### src/rtl/gf2sq_pkg.sv
package gf2sq_pkg;

  // Number of fold passes needed to bring the top exponent 2M-2 below M.
  function automatic int fold_count(input int m, input int k);
    int top;
    int n;
    top = 2 * m - 2;
    n   = 0;
    for (int i = 0; i < 256; i++) begin
      if (top >= m) begin
        top = top - m + k;
        n   = n + 1;
      end
    end
    return n;
  endfunction

  // Exact bit width of the polynomial after s fold passes (s = 0: spread).
  function automatic int pass_width(input int m, input int k, input int s);
    int top;
    top = 2 * m - 2;
    for (int i = 0; i < 256; i++) begin
      if (i < s && top >= m) top = top - m + k;
    end
    return (top + 1 > m) ? top + 1 : m;
  endfunction

endpackage

### src/rtl/gf2sq_spread.sv
module gf2sq_spread #(
  parameter int M = 233,
  localparam int W = 2 * M - 1
) (
  input  logic [M-1:0] a,
  output logic [W-1:0] p
);

  // Coefficient j moves to exponent 2j.
  for (genvar j = 0; j < M; j++) begin : g_even
    assign p[2*j] = a[j];
  end

  // Odd exponents of a square are always empty.
  for (genvar j = 0; j < M - 1; j++) begin : g_odd
    assign p[2*j+1] = 1'b0;
  end

endmodule

### src/rtl/gf2sq_fold.sv
module gf2sq_fold #(
  parameter int M  = 233,
  parameter int K  = 74,
  parameter int WI = 465,
  parameter int WO = 306
) (
  input  logic [WI-1:0] v,
  output logic [WO-1:0] r
);

  localparam int H = WI - M;

  logic [M-1:0] lo;
  logic [H-1:0] hi;

  assign lo = v[M-1:0];
  assign hi = v[WI-1:M];

  // x^M == x^K + 1: each high coefficient lands at offsets 0 and K.
  always_comb begin
    r = WO'(lo) ^ WO'(hi) ^ (WO'(hi) << K);
  end

endmodule

### src/rtl/gf2sq_unit.sv
module gf2sq_unit
  import gf2sq_pkg::*;
#(
  parameter int M = 233,
  parameter int K = 74
) (
  input  logic         clk,
  input  logic         rst_n,
  input  logic         in_valid,
  input  logic [M-1:0] in_data,
  output logic         out_valid,
  output logic [M-1:0] out_data
);

  localparam int NP = fold_count(M, K);
  localparam int WS = pass_width(M, K, 0);

  logic [WS-1:0] spread;

  gf2sq_spread #(.M(M)) u_spread (
    .a(in_data),
    .p(spread)
  );

  for (genvar s = 0; s < NP; s++) begin : g_pass
    localparam int WI = pass_width(M, K, s);
    localparam int WO = pass_width(M, K, s + 1);
    logic [WO-1:0] res;
    if (s == 0) begin : g_head
      gf2sq_fold #(.M(M), .K(K), .WI(WI), .WO(WO)) u_fold (
        .v(spread),
        .r(res)
      );
    end else begin : g_tail
      gf2sq_fold #(.M(M), .K(K), .WI(WI), .WO(WO)) u_fold (
        .v(g_pass[s-1].res),
        .r(res)
      );
    end
  end

  logic [M-1:0] sq;
  assign sq = g_pass[NP-1].res;

  // Next-state logic
  logic         vld_d, vld_q;
  logic [M-1:0] dat_d, dat_q;

  always_comb begin
    vld_d = in_valid;
    dat_d = in_valid ? sq : dat_q;
  end

  // Registers
  always_ff @(posedge clk or negedge rst_n) begin
    if (!rst_n) vld_q <= 1'b0;
    else        vld_q <= vld_d;
  end

  always_ff @(posedge clk) begin
    if (in_valid) dat_q <= dat_d;
  end

  assign out_valid = vld_q;
  assign out_data  = dat_q;

endmodule

### config.mk
export PLATFORM = sky130hd
export DESIGN_NAME = gf2sq_unit
export DESIGN_NICKNAME = d
export VERILOG_FILES = /design/src/rtl/gf2sq_pkg.sv /design/src/rtl/gf2sq_spread.sv /design/src/rtl/gf2sq_fold.sv /design/src/rtl/gf2sq_unit.sv
export SDC_FILE = /design/constraint.sdc
export NUM_CORES = 1
export LEC_CHECK = 0
export BUFFER_PORTS_ARGS = -buffer_cell sky130_fd_sc_hd__buf_4
export CORE_AREA = 2 2 183 185
export DETAILED_ROUTE_END_ITERATION = 6
export DIE_AREA = 0 0 185 187
export PLACE_DENSITY = 0.57
export SYNTH_ARGS = -nofsm -noshare
export SYNTH_HDL_FRONTEND = slang
export SYNTH_SLANG_ARGS = --single-unit
### constraint.sdc
create_clock -name clk -period 0.8 [get_ports clk]
set_input_delay 0.16 -clock clk [delete_from_list [all_inputs] [get_ports clk]]
set_output_delay 0.16 -clock clk [all_outputs]
set_load 0.03 [all_outputs]
==> flow_metrics.py <==
metrics = {
    "critical_path": {
        "required_ns": 0.64,
        "slowest_stage": "edfxtp_1",
        "cp_top_family": "flip-flops",
        "crit_path_max_incr_delay_ns": 0.43,
        "endpoint_kind": "output pin",
        "cp_num_buf_inv": 1,
        "start_kind": "register",
        "crit_chain": "buf_6",
        "cp.arrival_ns": 1.12,
        "crit_type": "register to output pin",
        "crit_fanout": 1,
    },
    "clock_tree": {
        "cts_made_buffers": 26,
        "cts_tree": "yes",
        "numClockSinks": 234,
        "cts_max_level": 1,
        "path_clk_slew_ns": 0.06,
        "root_buffer": "clkbuf_16",
        "post_cts_buffers": 0,
        "clockBufferDepth": 3,
    },
    "yosys": {
        "synth.area.top_cells": "edfxtp_1, xor2_1, dfrtp_1",
        "synth_cell_types": 3,
        "seq_area_frac_synth": 0.8397,
        "synthTopCellsByCount": "edfxtp_1, xor2_1, dfrtp_1",
        "synth.most_common_cell": "edfxtp_1",
        "synth-warning-count": 0,
        "syn_avg_cell_area_um2": 21.61,
        "synth_top_area_share": 0.8367,
        "postSynthNetCount": 623,
        "synthCells": 387,
        "synth_async_sr_flop_share": 0.004274,
        "synth_area_um2": 8362,
        "yosys_register_bits": 234,
        "yosysTopAreaCell": "edfxtp_1",
        "synth_edf_count": 233,
        "synth_ff_type": "edfxtp_1",
    },
    "placed_design": {
        "gp_congestion": 0.7563,
        "portBuffers": 469,
        "dpl-instance-area_um2": 12600,
        "dp_hpwl_um": 18360,
        "dp_cells": 1317,
    },
    "sta": {
        "rsz0062_at_grt": "true",
        "finalSetupTns_ns": -97.70,
        "slew_violations": 0,
        "fin_crit_sh": 1.604,
        "hold_viol_final": 0,
        "relSlewSlack": 0.8067,
        "layout_min_cycle_time_ns": 1.283,
        "worst_slew_pin_slew_ns": 0.2889,
        "fin_hold_ws_ns": 0.1140,
        "setup-violations-final": 234,
        "setup_slack_ns": -0.4830,
        "clock.fmax_mhz": 779.4,
    },
    "job": {
        "maxCapViolCount": 0,
    },
    "floorplanning": {
        "ioPinCount": 470,
        "dieWidth_um": 185,
        "core_um2": 32860,
        "dieArea_um2": 34600,
        "initial_core_util": 0.2545,
        "die_h_um": 187,
        "core.rowCount": 67,
    },
    "drt": {
        "first_iter_violations": 180,
        "final_antenna_net_count": 0,
        "wirelength_um": 26540,
        "first_pass_iters": 4,
        "num_vias": 6255,
        "wire_per_inst_um": 16.59,
        "drc_errors": 0,
        "drt-vias-per-instance": 3.909,
    },
    "power": {
        "powerDensity_nw_per_um2": 2131,
        "p_leak_nw": 6.990,
        "power.total_mw": 35.63,
        "vdd_drop_max_mv": 1.525,
    },
    "layout": {
        "design_area_um2": 16710,
        "final_layout_size_suffix_gt1_frac": 0.4548,
        "area_delta_synth_final_pct": 99.90,
        "fillCellCount": 2707,
        "fin_cells": 1600,
        "nets": 1368,
    },
    "outcome": {
        "outcome": "finished, violations left",
        "violations": "negative setup slack",
    },
    "grt": {
        "grt_overflow": 0,
        "grt_start_max_net_pins": 50,
        "antenna_found_initial": 2,
        "grt_util_all_layers": 0.1469,
        "grt_pass1_wl_um": 38920,
        "grt_pass1_vias": 6966,
    },
    "hold_path": {
        "hold_path_class": "input port to register",
    },
}
==> layout by cell type, fill, tap and decap left out <==
master	Yosys	final
buf_8	0	1
clkinv_4	0	1
dlygate4sd3_1	0	235
buf_12	0	4
bufinv_16	0	4
edfxtp_1	233	233
dfrtp_1	1	1
clkbuf_1	0	3
diode_2	0	2
clkinv_1	0	4
clkinv_2	0	7
xor2_2	0	2
xor2_1	153	151
buf_6	0	234
buf_4	0	243
clkbuf_16	0	27
==> per-layer routing <==
layer	global-route usage	up-vias	part of all wire
met5	0	-	0
met4	0.04853	0	0.028
met3	0.05510	50	0.096
met2	0.2759	314	0.54
met1	0.1471	2975	0.34
li1	-	2916	-
==> path summary, 6_finish.rpt <==
path | start | endpoint | slack, ns | cells past startpoint
hold / removal | in_valid | out_data[67]$_DFFE_PP_ | 0.11 | 2
setup / recovery | out_data[212]$_DFFE_PP_ | out_data[212] | -0.48 | 1
min in group asynchronous | rst_n | out_valid$_DFF_PN0_ | 0.51 | 3
max in group asynchronous | rst_n | out_valid$_DFF_PN0_ | 0.19 | 3
==> timing repair <==
| action | 4_1_cts | 5_1_grt |
|---|---|---|
| hold buffers | 235 | 0 |
| endpoints found under the hold margin | 234 | 0 |
| gates resized for setup | 234 | 2 |
| endpoints found under the setup margin | 234 | 236 |
==> logic make-up after synthesis <==
kind of cell | synth area share
xor gates and xnor gates | 0.1603
DFF | 0.8397
==> power breakdown <==
group          leakage [nW]  switching, mW  internal, mW
combinational          4.27           4.07          3.92
sequential             2.29          0.556          14.9
clock                 0.431           4.75          7.39
total                  6.99           9.38          26.2
==> flip-flops by register name (all words and copies together) (netlist names) <==
| name | flops |
|---|---|
| out_valid | 1 |
| out_data | 233 |
==> final cells by class <==
| cell class | instances | area [um2] | share of cell area |
|---|---|---|---|
| diodes | 2 | 5.005 | 0.0002994 |
| clock buffers | 30 | 686.9 | 0.04110 |
| clock inverters | 16 | 178.9 | 0.01070 |
| multi-input cells | 153 | 1355 | 0.08107 |
| flip-flops and latches | 234 | 7022 | 0.4201 |
| well taps | 448 | 560.5 | 0.03354 |
| repair buffers | 717 | 6907 | 0.4132 |
==> metrics by stage <==
stage | setup WS (ns) | utilization
3_3_place_gp | -0.2020 | 0.3834
2_1_floorplan | 0.1444 | -
3_5_place_dp | -0.2145 | 0.3834
6_report | -0.4830 | 0.5086
5_1_grt | -0.5238 | 0.5086
4_1_cts | -0.5118 | 0.5080
Power figures use the tool's default switching activity.
